### src/rtl/ps2rx_pkg.sv
package ps2rx_pkg;
    localparam int DATA_BITS = 8;
    localparam int IDX_W     = $clog2(DATA_BITS);

    localparam logic [DATA_BITS-1:0] DEV_ACK_CODE  = 8'hFA;
    localparam logic [DATA_BITS-1:0] DEV_NACK_CODE = 8'hFE;

    typedef enum logic [1:0] {
        S_WAIT_START  = 2'd0,
        S_TAKE_DATA   = 2'd1,
        S_TAKE_PARITY = 2'd2,
        S_TAKE_STOP   = 2'd3
    } rx_state_e;
endpackage

### src/rtl/ps2rx_sync.sv
module ps2rx_sync #(
    parameter int STAGES = 2,
    parameter int WIDTH  = 2
) (
    input  logic             clk,
    input  logic             rst_n,
    input  logic [WIDTH-1:0] d_in,
    output logic [WIDTH-1:0] d_out
);
    logic [WIDTH-1:0] chain_q [STAGES];

    generate
        for (genvar s = 0; s < STAGES; s++) begin : g_stage
            always_ff @(posedge clk) begin
                if (!rst_n) begin
                    chain_q[s] <= '1;
                end else begin
                    if (s == 0) chain_q[s] <= d_in;
                    else        chain_q[s] <= chain_q[(s == 0) ? 0 : s-1];
                end
            end
        end
    endgenerate

    assign d_out = chain_q[STAGES-1];
endmodule

### src/rtl/ps2rx_gap.sv
module ps2rx_gap #(
    parameter int GAP_W = 8
) (
    input  logic             clk,
    input  logic             rst_n,
    input  logic             tick,
    input  logic             clr,
    output logic [GAP_W-1:0] gap
);
    localparam logic [GAP_W-1:0] SAT = '1;

    logic [GAP_W-1:0] gap_q;

    always_ff @(posedge clk) begin
        if (!rst_n) begin
            gap_q <= SAT;
        end else if (clr) begin
            gap_q <= '0;
        end else if (tick && gap_q != SAT) begin
            gap_q <= gap_q + 1'b1;
        end
    end

    assign gap = gap_q;


    no_wrap_chk: assert property (@(posedge clk) disable iff (!rst_n)
        (gap_q == SAT && !clr) |=> (gap_q == SAT));
endmodule

### src/rtl/ps2rx_fsm.sv
module ps2rx_fsm
    import ps2rx_pkg::*;
#(
    parameter int GAP_W   = 8,
    parameter int MIN_GAP = 39,
    parameter int MAX_GAP = 120
) (
    input  logic                 clk,
    input  logic                 rst_n,
    input  logic                 fall,
    input  logic                 dat,
    input  logic [GAP_W-1:0]     edge_gap,
    input  logic [GAP_W-1:0]     tx_gap,
    input  logic                 write_en,
    output logic                 accept,
    output logic [DATA_BITS-1:0] rx_byte,
    output logic                 rx_valid,
    output logic                 rx_par_err,
    output logic                 resend_req
);
    localparam logic [GAP_W-1:0] MIN_L    = GAP_W'(MIN_GAP);
    localparam logic [GAP_W-1:0] MAX_L    = GAP_W'(MAX_GAP);
    localparam logic [IDX_W-1:0] IDX_LAST = IDX_W'(DATA_BITS-1);

    rx_state_e            state_q, state_n;
    logic [IDX_W-1:0]     idx_q, idx_n;
    logic [DATA_BITS-1:0] byte_q, byte_n;
    logic                 par_q, par_n;
    logic                 fail, deliver;
    logic                 tx_block, late, glitch, par_bad;

    assign tx_block = (tx_gap < MIN_L);
    assign glitch   = (edge_gap < MIN_L);
    assign late     = (state_q != S_WAIT_START) && (edge_gap > MAX_L);
    assign par_bad  = ~((^byte_q) ^ dat);

    always_comb begin
        state_n = state_q;
        idx_n   = idx_q;
        byte_n  = byte_q;
        par_n   = par_q;
        accept  = 1'b0;
        fail    = 1'b0;
        deliver = 1'b0;
        if (fall && !tx_block) begin
            if (late) begin
                fail = 1'b1;
            end else if (!glitch) begin
                accept = 1'b1;
                unique case (state_q)
                    S_WAIT_START: begin
                        if (dat) begin
                            fail = 1'b1;
                        end else begin
                            state_n = S_TAKE_DATA;
                            idx_n   = '0;
                            byte_n  = '0;
                            par_n   = 1'b0;
                        end
                    end
                    S_TAKE_DATA: begin
                        byte_n[idx_q] = dat;
                        if (idx_q == IDX_LAST) state_n = S_TAKE_PARITY;
                        else                   idx_n   = idx_q + 1'b1;
                    end
                    S_TAKE_PARITY: begin
                        if (par_bad && !write_en) begin
                            fail = 1'b1;
                        end else begin
                            par_n   = par_bad;
                            state_n = S_TAKE_STOP;
                        end
                    end
                    S_TAKE_STOP: begin
                        if (!dat) begin
                            fail = 1'b1;
                        end else if (!write_en && byte_q == DEV_NACK_CODE) begin
                            fail = 1'b1;
                        end else begin
                            deliver = write_en || (byte_q != DEV_ACK_CODE);
                            state_n = S_WAIT_START;
                            idx_n   = '0;
                            byte_n  = '0;
                            par_n   = 1'b0;
                        end
                    end
                    default: fail = 1'b1;
                endcase
            end
        end
        if (fail) begin
            state_n = S_WAIT_START;
            idx_n   = '0;
            byte_n  = '0;
            par_n   = 1'b0;
        end
    end

    // state register
    always_ff @(posedge clk) begin
        if (!rst_n) begin
            state_q <= S_WAIT_START;
            idx_q   <= '0;
            byte_q  <= '0;
            par_q   <= 1'b0;
        end else begin
            state_q <= state_n;
            idx_q   <= idx_n;
            byte_q  <= byte_n;
            par_q   <= par_n;
        end
    end

    // outputs
    always_ff @(posedge clk) begin
        if (!rst_n) begin
            rx_byte    <= '0;
            rx_par_err <= 1'b0;
            rx_valid   <= 1'b0;
            resend_req <= 1'b0;
        end else begin
            rx_valid   <= deliver;
            resend_req <= fail;
            if (deliver) begin
                rx_byte    <= byte_q;
                rx_par_err <= par_q;
            end
        end
    end


    glitch_ignored_chk: assert property (@(posedge clk) disable iff (!rst_n)
        (edge_gap < MIN_L) |=> ($stable(state_q) && $stable(idx_q) && !rx_valid && !resend_req));


    late_edge_chk: assert property (@(posedge clk) disable iff (!rst_n)
        (fall && !(tx_gap < MIN_L) && state_q != S_WAIT_START && edge_gap > MAX_L)
        |=> (resend_req && state_q == S_WAIT_START));


    tx_guard_chk: assert property (@(posedge clk) disable iff (!rst_n)
        (tx_gap < MIN_L) |=> (!rx_valid && !resend_req && $stable(state_q)));


    valid_pulse_chk: assert property (@(posedge clk) disable iff (!rst_n)
        rx_valid |=> !rx_valid);


    resend_pulse_chk: assert property (@(posedge clk) disable iff (!rst_n)
        resend_req |=> !resend_req);


    no_overlap_chk: assert property (@(posedge clk) disable iff (!rst_n)
        !(rx_valid && resend_req));


    byte_hold_chk: assert property (@(posedge clk) disable iff (!rst_n)
        !$stable(rx_byte) |-> rx_valid);
endmodule

### src/rtl/ps2_host_rx.sv
module ps2_host_rx
    import ps2rx_pkg::*;
#(
    parameter int SYNC_STAGES = 2,
    parameter int GAP_W       = 8,
    parameter int MIN_GAP_US  = 39,
    parameter int MAX_GAP_US  = 120
) (
    input  logic                 clk,
    input  logic                 rst_n,
    input  logic                 tick_us,
    input  logic                 dev_clk_i,
    input  logic                 dev_dat_i,
    input  logic                 tx_end,
    input  logic                 write_en,
    output logic [DATA_BITS-1:0] rx_byte,
    output logic                 rx_valid,
    output logic                 rx_par_err,
    output logic                 resend_req
);
    logic [1:0]       lines_s;
    logic             clk_s, dat_s, clk_prev_q, fall;
    logic             accept;
    logic [GAP_W-1:0] edge_gap, tx_gap;

    ps2rx_sync #(.STAGES(SYNC_STAGES), .WIDTH(2)) u_sync (
        .clk   (clk),
        .rst_n (rst_n),
        .d_in  ({dev_dat_i, dev_clk_i}),
        .d_out (lines_s)
    );

    assign clk_s = lines_s[0];
    assign dat_s = lines_s[1];

    always_ff @(posedge clk) begin
        if (!rst_n) clk_prev_q <= 1'b1;
        else        clk_prev_q <= clk_s;
    end

    assign fall = clk_prev_q && !clk_s;

    ps2rx_gap #(.GAP_W(GAP_W)) u_edge_gap (
        .clk   (clk),
        .rst_n (rst_n),
        .tick  (tick_us),
        .clr   (accept),
        .gap   (edge_gap)
    );

    ps2rx_gap #(.GAP_W(GAP_W)) u_tx_gap (
        .clk   (clk),
        .rst_n (rst_n),
        .tick  (tick_us),
        .clr   (tx_end),
        .gap   (tx_gap)
    );

    ps2rx_fsm #(
        .GAP_W   (GAP_W),
        .MIN_GAP (MIN_GAP_US),
        .MAX_GAP (MAX_GAP_US)
    ) u_fsm (
        .clk        (clk),
        .rst_n      (rst_n),
        .fall       (fall),
        .dat        (dat_s),
        .edge_gap   (edge_gap),
        .tx_gap     (tx_gap),
        .write_en   (write_en),
        .accept     (accept),
        .rx_byte    (rx_byte),
        .rx_valid   (rx_valid),
        .rx_par_err (rx_par_err),
        .resend_req (resend_req)
    );
endmodule

### config.mk
export PLATFORM = sky130hd
export DESIGN_NAME = ps2_host_rx
export DESIGN_NICKNAME = d
export VERILOG_FILES = /design/src/rtl/ps2rx_pkg.sv /design/src/rtl/ps2rx_sync.sv /design/src/rtl/ps2rx_gap.sv /design/src/rtl/ps2rx_fsm.sv /design/src/rtl/ps2_host_rx.sv
export SDC_FILE = /design/constraint.sdc
export NUM_CORES = 1
export LEC_CHECK = 0
export ABC_CLOCK_PERIOD_IN_PS = 2200
export BUFFER_PORTS_ARGS = -buffer_cell sky130_fd_sc_hd__buf_4
export CAP_MARGIN = 25
export CORE_MARGIN = 5
export CORE_UTILIZATION = 54
export CTS_CLUSTER_DIAMETER = 100
export DETAILED_ROUTE_END_ITERATION = 12
export PLACE_DENSITY = 0.74
export SETUP_SLACK_MARGIN = 0.1
export SLEW_MARGIN = 10
export SYNTH_ARGS = -nofsm -noshare
export SYNTH_HDL_FRONTEND = slang
export SYNTH_HIERARCHICAL = 1
export SYNTH_SLANG_ARGS = --single-unit
### constraint.sdc
create_clock -name clk -period 2.2 [get_ports clk]
set_clock_uncertainty 0.2 [all_clocks]
set_input_delay 0.11 -clock clk [delete_from_list [all_inputs] [get_ports clk]]
set_output_delay 0.11 -clock clk [all_outputs]
set_load 0.03 [all_outputs]
==> results of run 1 <==
[routing by layer]
layer / vias to the layer above / track usage, % / share of wire (%)
li1: 1030 / - / -
met1: 969 / 24.2 / 50
met2: 35 / 28.2 / 46
met3: 2 / 3.36 / 3.5
met4: 0 / 3.61 / 0.49
met5: - / 0 / 0
[state kept, by name, summed over array words and instances (netlist names)]
name	count
clk_prev_q	1
u_fsm/byte_q	8
u_fsm/rx_par_err	1
u_fsm/par_q	1
u_fsm/state_q	2
u_fsm/rx_byte	8
u_sync/chain_q	4
u_edge_gap/gap	8
u_fsm/resend_req	1
u_tx_gap/gap	8
u_fsm/rx_valid	1
u_fsm/idx_q	3
[final timing paths]
kind / start / end / slack (ns) / depth (start not counted)
max: u_fsm/byte_q[6] / u_fsm/par_q / 0.07 / 6
min: tick_us / u_tx_gap/gap[5] / 0.06 / 4
max reg2reg: u_fsm/byte_q[6] / u_fsm/par_q / 0.07 / 6
min reg2reg: u_sync/chain_q[0][0] / u_sync/chain_q[1][0] / 0.22 / 1
[worst max-delay path, cell delays in order, from the launching register on]
cell and delay, ns:
dfxtp_4 0.36, ha_4 0.26, xnor3_1 0.35, xnor2_2 0.19, a211oi_2 0.29, o21ai_2 0.14, a311oi_2 0.26
[power by group through the flow]
stage / combinational (mW) / clock (mW) / sequential (mW)
final: 0.436 / 0.623 / 1.00
after global routing: 0.489 / 0.679 / 1.01
after CTS: 0.428 / 0.636 / 0.996
after detailed placement: 0.411 / 0 / 1.02
after global placement: 0.400 / 0 / 1.02
after floorplan: 0.315 / 0 / 1.00
[metrics by stage]
stage | utilization (%) | worst slack [ns] | area (µm²) | instances
floorplan | - | 0.118 | 2460 | 266
global placement | 61.1 | 0.101 | 2680 | 337
detailed placement | 61.1 | 0.0256 | 2680 | 337
CTS | 66.3 | 0.0809 | 2910 | 353
global route | 67.9 | -0.00333 | 2980 | 353
finish | 67.9 | 0.0681 | 2980 | 353
[cells by family (layout without fill, tap and decap cells)]
family	after synthesis	in the layout	synth area share, %
AOI/OAI and AO/OA	66	66	18.1
xor gates and xnor gates	13	13	5.19
adders and majority gates	14	14	7.13
buffers and inverters	17	52	3.26
DFF	46	46	37.5
muxes	14	14	5.70
and+or+nand+nor	96	96	23.2
[cells in the final DEF (no fill, tap or decap), types with 9 or more instances in the layout]
cell,count
ha_1,12
nand2_1,10
nand3_1,12
a21oi_2,12
dfxtp_1,36
buf_4,25
o21ai_0,22
nor2_1,22
mux2i_1,14
inv_1,9
[cell type report]
type                            instances  area share, %
Multi-Input combinational cell        203           51.6
Sequential cell                        46           31.6
Timing Repair Buffer                   35           9.80
Clock buffer                            6           2.44
Tap cell                               52           2.19
Clock inverter                          2           1.26
Inverter                                9           1.14
[what timing repair did]
action	4_1_cts	5_1_grt
hold buffers	7	0
gates resized for setup	11	25
setup buffers	1	0
pin swaps	5	11
endpoints found under the hold margin	22	0
endpoints found under the setup margin	14	24
==> metrics.cfg, run 1 <==
[status]
outcome = completed

[power]
gate_power_share_pct = 21.2
power.net_switching_uw = 615
pwr_density_cell_nw_per_um2 = 692
p_leak_nw = 1.21
peakVddDrop_mv = 0.596
total_power_mw = 2.06
cell_internal_pwr_mw = 1.44
power.switching_fraction_pct = 29.9
clock_power_share_pct = 30.3
seq_power_share_pct = 48.6

[grt]
globalRouteOverflowTotal = 0
grt_first_pass_wirelength_um = 8870
globalRouteTotalUtil_pct = 17.4
grt_max_degree = 24
number_of_antenna_violations_at_the_first_check_in_global_routing = 0
via_count_of_the_first_global_routing_pass = 1942

[worst_hold_path]
worst_hold_path_type = in2reg

[timing]
period_minus_slack_ns = 2.13
tightestPinTransition_ns = 0.389
hold_violations = 0
achievable-frequency_mhz = 469
hold_slack_ns = 0.0613
timing.max_slew.rel_slack_pct = 74.0
timing.setup.tns_ns = 0
rsz_0062_raised_after_global_routing = true
report.final.setup_viol = 0
finalCritPeriodShare_pct = 96.9
final_count_of_pins_violating_max_slew = 0

[place]
post-dp-hpwl_um = 3560
gp_congestion = 0.805
port_buffers = 17

[die]
die_outline_area_um2 = 6000
floorplan.rows = 24
floorplan.core_area_um2 = 4380
start_util_pct = 56.1
boundaryPins = 18
die_height_um = 77.5
chipWidth_um = 77.5

[worst_setup_path]
worstSetupEndpointType = flip-flop
crit_path_max_fanout = 3
critical_path.startpoint_type = flip-flop
cp_data_arrival_time_ns = 2.14
worstSetupPathType = reg2reg
worst-endpoint-required_ns = 2.21

[routing]
post_drt_via_cell_ratio = 5.77
dr.pass1.iters = 4
drt-initial-drc-count = 102
antenna_left = 0
dr_total_vias = 2036
routedWlPerCell_um = 14.6
drc = 0
totalWireLength_um = 5150

[yosys]
mappedNetlistNets = 287
yosys_register_bits = 46
postSynth.asyncResetShare_pct = 0
yosysTopAreaCell = dfxtp_1
number_of_synthesis_warnings = 6
synth.top_cell.area_share_pct = 37.5
synth.lib_cells_used.distinct = 46
synth.yosys.seq_area_share_pct = 37.5
synth.area.top_cells = dfxtp_1 37%, ha_1 7.1%, o21ai_0 6.1%
synth-edff-count = 0
syn_area_um2 = 2460
synth_top_flop_cell = dfxtp_1
ys_top_cells_by_count = 46 x dfxtp_1, 30 x o21ai_0, 22 x nor2_1, 14 x ha_1, 14 x mux2i_1
yosys.cell_count.top_type = dfxtp_1
syn_area_per_cell_um2 = 9.24
syn-instance-count = 266

[clocking]
root_buffer_cell = clkbuf_8
clk-insertion-delay-late_ns = 0.30
h_tree_depth = 2
clock_tree_from_tritoncts = yes
tritoncts.num_buffers = 5
clk_pin_slew_ns = 0.08
cts.path.max_buffers = 2
clkSinkCount = 46

[layout]
layout-area-overhead-vs-synth_pct = 21.1
filler_cell_count = 352
finish.net_count = 321
multi_input_comb_area_um2 = 1530
seqCellArea_um2 = 941
num_antenna_cells = 0
drive_gt1_share_pct = 27.6

[run]
cap_violations = 0

No activity file was read; power rests on OpenSTA's default activity.
==> run 2, diff against run 1 <==
--- a/config.mk
+++ b/config.mk
@@ -8,11 +8,12 @@
 export ABC_CLOCK_PERIOD_IN_PS = 2200
 export BUFFER_PORTS_ARGS = -buffer_cell sky130_fd_sc_hd__buf_4
 export CAP_MARGIN = 25
-export CORE_MARGIN = 5
+export CORE_MARGIN = 2
 export CORE_UTILIZATION = 54
 export CTS_CLUSTER_DIAMETER = 100
 export DETAILED_ROUTE_END_ITERATION = 12
 export PLACE_DENSITY = 0.74
+export RECOVER_POWER = 25
 export SETUP_SLACK_MARGIN = 0.1
 export SLEW_MARGIN = 10
 export SYNTH_ARGS = -nofsm -noshare
==> constraint.sdc (replaced) <==
create_clock -name clk -period 2.2 [get_ports clk]
set_clock_uncertainty 0.2 [all_clocks]
set_input_delay 0.33 -clock clk [delete_from_list [all_inputs] [get_ports clk]]
set_output_delay 0.33 -clock clk [all_outputs]
set_load 0.03 [all_outputs]
==> metrics.cfg, run 2 (synthesized netlist as in run 1, its figures left out) <==
[die]
floorplan.core_area_um2 = 4380
die_outline_area_um2 = 5110
start_util_pct = 56.1
die_height_um = 71.5
chipWidth_um = 71.5
floorplan.rows = 24
boundaryPins = 18

[clocking]
clock_tree_from_tritoncts = yes
clk-insertion-delay-late_ns = 0.29
cts.path.max_buffers = 2
clk_pin_slew_ns = 0.08
holdBufCountCts = 0
tritoncts.num_buffers = 5
root_buffer_cell = clkbuf_8
clkSinkCount = 46
h_tree_depth = 2

[power]
cell_internal_pwr_mw = 1.34
clock_power_share_pct = 25.8
pwr_density_cell_nw_per_um2 = 669
power.switching_fraction_pct = 31.7
total_power_mw = 1.96
peakVddDrop_mv = 0.553
power.net_switching_uw = 621
seq_power_share_pct = 51.1
gate_power_share_pct = 23.0
p_leak_nw = 1.14

[worst_setup_path]
worst_path_max_delay_cell = xnor3_1
max_stage_delay_ns = 0.38
worstSetupEndpointType = flip-flop
worst-endpoint-required_ns = 2.18
critical_path.startpoint_type = flip-flop
crit_path_max_fanout = 8
worstSetupPathType = reg2reg
cp_cell_sequence = ha_4 > xnor3_1 > xnor2_2 > a211oi_2 > o21ai_2 > buf_6 > a21oi_2
cp_data_arrival_time_ns = 2.15

[layout]
most-common-layout-cells = 32 x dfxtp_1, 22 x nor2_1, 20 x buf_4
drive_gt1_share_pct = 31.8
finish.net_count = 316
fin_util_pct = 66.8
filler_cell_count = 367
commonest_non_fill_non_tap_cell_in_the_layout = dfxtp_1
layout-area-overhead-vs-synth_pct = 19.2
num_antenna_cells = 0

[grt]
grt_max_degree = 24
grt_first_pass_wirelength_um = 8690
via_count_of_the_first_global_routing_pass = 1881
globalRouteTotalUtil_pct = 21.0
globalRouteOverflowTotal = 0
number_of_antenna_violations_at_the_first_check_in_global_routing = 0

[timing]
rsz_0062_raised_after_global_routing = true
report.final.setup_viol = 0
timing.max_slew.rel_slack_pct = 73.7
hold_violations = 0
finalCritPeriodShare_pct = 98.6
final_count_of_pins_violating_max_slew = 0
hold_slack_ns = 0.0184
tightestPinTransition_ns = 0.394
period_minus_slack_ns = 2.17
achievable-frequency_mhz = 461

[routing]
antenna_left = 0
drc = 0
post_drt_via_cell_ratio = 5.78
dr_total_vias = 2013
drt-initial-drc-count = 126
totalWireLength_um = 5050
dr.pass1.iters = 4
routedWlPerCell_um = 14.5

[worst_hold_path]
worst_hold_path_type = in2reg

[place]
gp_congestion = 0.806
port_buffers = 17
post-dp-hpwl_um = 3490

[status]
outcome = completed

[run]
cap_violations = 0

==> run 2: worst paths after layout <==
check                           slack (ns)              endpoint  cells after the start                 start
worst max-delay path                  0.03       u_fsm/byte_q[7]                      7       u_fsm/byte_q[7]
worst min-delay path                  0.02  u_sync/chain_q[0][1]                      2             dev_dat_i
worst max register to register        0.03       u_fsm/byte_q[7]                      7       u_fsm/byte_q[7]
worst min register to register        0.21  u_sync/chain_q[1][1]                      1  u_sync/chain_q[0][1]
==> run 2: per-layer routing <==
metal  wire, µm  track usage, %  vias to the layer above
li1           -               -                     1023
met1       2500            29.5                      949
met2       2300            32.7                       35
met3        190            4.08                        6
met4         65            6.29                        0
met5          0               0                        -
==> run 2: timing repair <==
| item | in CTS | in global routing |
|---|---|---|
| pin swaps | 7 | 10 |
| setup buffers | 3 | 1 |
| gates resized for setup | 15 | 42 |
| setup endpoints to repair | 15 | 25 |
==> run 2: layout make-up <==
type                    count  area [µm²]  area share, %
multi-input cells         203        1580           54.0
flip-flops and latches     46         948           32.4
repair buffers             30         210           7.18
clock buffers               5        68.8           2.35
well taps                  52        65.1           2.22
inverters                   9        33.8           1.15
clock inverters             3        21.3          0.726
==> run 2: stage by stage <==
step	area [µm²]	setup TNS, ns	std cells	worst slack (ns)
after floorplan	2460	0	266	0.118
after CTS	2860	0	349	0.0931
final	2930	0	348	0.0311
after global placement	2690	0	338	0.0878
after global routing	2930	-0.151	348	-0.0325
after detailed placement	2690	-0.0102	338	-0.0102
==> run 2: worst max-delay path, delay by kind of cell (launching register included) <==
family,cells,cell delay (ns)
DFF,1,0.36
AOI/OAI and AO/OA,3,0.43
adders and majority gates,1,0.23
buffers and inverters,1,0.19
xor gates and xnor gates,2,0.65
==> run 2: power groups by stage <==
stage          Sequential [mW]  Combinational (mW)  Clock (mW)
6_report                  1.00               0.452       0.506
5_1_grt                   1.02               0.507       0.571
4_1_cts                  0.988               0.442       0.527
3_5_place_dp              1.01               0.431           0
3_3_place_gp              1.01               0.418           0
2_1_floorplan             1.00               0.315           0
==> run 3, diff against run 2 <==
--- a/config.mk
+++ b/config.mk
@@ -8,10 +8,12 @@
 export ABC_CLOCK_PERIOD_IN_PS = 2200
 export BUFFER_PORTS_ARGS = -buffer_cell sky130_fd_sc_hd__buf_4
 export CAP_MARGIN = 25
+export CORE_ASPECT_RATIO = 1.2
 export CORE_MARGIN = 2
 export CORE_UTILIZATION = 54
 export CTS_CLUSTER_DIAMETER = 100
 export DETAILED_ROUTE_END_ITERATION = 12
+export HOLD_SLACK_MARGIN = 0.03
 export PLACE_DENSITY = 0.74
 export RECOVER_POWER = 25
 export SETUP_SLACK_MARGIN = 0.1
==> metrics.cfg, run 3 (synthesized netlist as in run 1, its figures left out) <==
[power]
cell_internal_pwr_mw = 1.31
pwr_density_cell_nw_per_um2 = 659
seq_power_share_pct = 52.8
p_leak_nw = 1.15
power.switching_fraction_pct = 31.8
clock_power_share_pct = 26.0
gate_power_share_pct = 21.2
power.net_switching_uw = 610
total_power_mw = 1.92
peakVddDrop_mv = 0.621

[timing]
timing.setup.tns_ns = 0
achievable-frequency_mhz = 482
hold_violations = 0
report.final.setup_viol = 0
period_minus_slack_ns = 2.08
rsz_0062_raised_after_global_routing = true
finalCritPeriodShare_pct = 94.4
final_count_of_pins_violating_max_slew = 0
tightestPinTransition_ns = 0.393
timing.max_slew.rel_slack_pct = 73.8

[status]
outcome = completed

[routing]
dr.pass1.iters = 4
dr_total_vias = 2099
routedWlPerCell_um = 15.6
totalWireLength_um = 5530
antenna_left = 0
drc = 0
drt-initial-drc-count = 167
post_drt_via_cell_ratio = 5.93

[layout]
stdcell_area_um2 = 2910
multi_input_comb_area_um2 = 1570
drive_gt1_share_pct = 27.9
most-common-layout-cells = 34 x dfxtp_1, 28 x o21ai_0, 21 x nor2_1
fin_util_pct = 67.3
filler_cell_count = 374
num_antenna_cells = 0
commonest_non_fill_non_tap_cell_in_the_layout = dfxtp_1
seqCellArea_um2 = 936
finish.net_count = 319
layout-area-overhead-vs-synth_pct = 18.4

[clocking]
clkSinkCount = 46
h_tree_depth = 2
clock_tree_from_tritoncts = yes
cts.path.max_buffers = 2
root_buffer_cell = clkbuf_8
tritoncts.num_buffers = 5
clk_pin_slew_ns = 0.08
clk-insertion-delay-late_ns = 0.30

[grt]
globalRouteTotalUtil_pct = 21.7
via_count_of_the_first_global_routing_pass = 1945
grt_max_degree = 24
globalRouteOverflowTotal = 0
number_of_antenna_violations_at_the_first_check_in_global_routing = 0
grt_first_pass_wirelength_um = 8810

[worst_hold_path]
worst_hold_path_type = in2reg

[worst_setup_path]
worstSetupPathType = reg2reg
max_stage_delay_ns = 0.52
r2r_setup_slack_ns = 0.12
worst-endpoint-required_ns = 2.24
cp_cell_sequence = or4_4 > o21ai_4 > nor3_1 > or4_1 > nand3_1
worstSetupEndpointType = flip-flop
crit_path_max_fanout = 4
cp_data_arrival_time_ns = 2.12
worst_path_max_delay_cell = or4_4
critical_path.startpoint_type = flip-flop

[place]
port_buffers = 17
post-dp-hpwl_um = 3610
gp_congestion = 0.812
postPlaceCellArea_um2 = 2690

[die]
start_util_pct = 56.8
chipWidth_um = 65.6
die_height_um = 77.9
die_outline_area_um2 = 5110
floorplan.rows = 26
boundaryPins = 18
floorplan.core_area_um2 = 4330

[run]
cap_violations = 0

-- run 3: cell types whose count changed in the layout (fill, tap and decap cells not counted), moves of 3 or more --
cell / previous run / this run
buf_4: 20 / 17
dfxtp_4: 4 / 0
o21ai_0: 19 / 28
o21ai_1: 10 / 2
-- run 3: cell type report --
class / instances / share of cell area, %
multi-input combinational: 204 / 54.0
tap: 56 / 2.41
inverter: 9 / 1.16
clock buffer: 5 / 2.36
sequential: 46 / 32.2
timing repair buffer: 32 / 7.52
clock inverter: 2 / 0.344
-- run 3: what timing repair did --
item / 4_1_cts / 5_1_grt
gates cloned: 0 / 1
endpoints found under the hold margin: 2 / 0
resized for setup: 8 / 27
buffers inserted: 1 / 1
pin swaps: 5 / 13
hold buffers: 2 / 0
endpoints found under the setup margin: 10 / 24
-- run 3: metal layers --
| metal | vias to the layer above | share of wire (%) | GRT usage [%] |
|---|---|---|---|
| li1 | 1035 | - | - |
| met1 | 1013 | 43 | 25.3 |
| met2 | 38 | 52 | 38.4 |
| met3 | 13 | 3.0 | 4.64 |
| met4 | 0 | 2.5 | 7.71 |
| met5 | - | 0 | 0 |
-- run 3: per-stage QoR --
step,std cells,hold WS [ns],setup WS [ns]
after global routing,354,0.0825,0.0548
after detailed placement,342,0.194,0.0375
final,354,0.0847,0.124
after global placement,342,0.187,0.119
after floorplan,266,0.186,0.118
after CTS,352,0.0830,0.0851
-- run 3: power by group through the flow --
stage,clock (mW),combinational (mW),sequential [mW]
2_1_floorplan,0,0.315,1.00
6_report,0.498,0.407,1.01
3_3_place_gp,0,0.377,1.02
5_1_grt,0.531,0.456,1.03
4_1_cts,0.502,0.402,1.00
3_5_place_dp,0,0.390,1.02
-- run 3: final timing paths --
| kind | from | endpoint | cells after the start |
|---|---|---|---|
| worst max-delay path | u_tx_gap/gap[4] | u_edge_gap/gap[5] | 5 |
| worst min-delay path | tx_end | u_tx_gap/gap[6] | 2 |
| worst max register to register | u_tx_gap/gap[4] | u_edge_gap/gap[5] | 5 |
| worst min register to register | u_sync/chain_q[0][1] | u_sync/chain_q[1][1] | 1 |
-- run 3: critical path: cells and delay by family (launching register included) --
kind,cells,cell delay [ns]
simple gates,4,1.21
flops,1,0.37
compound gates,1,0.23
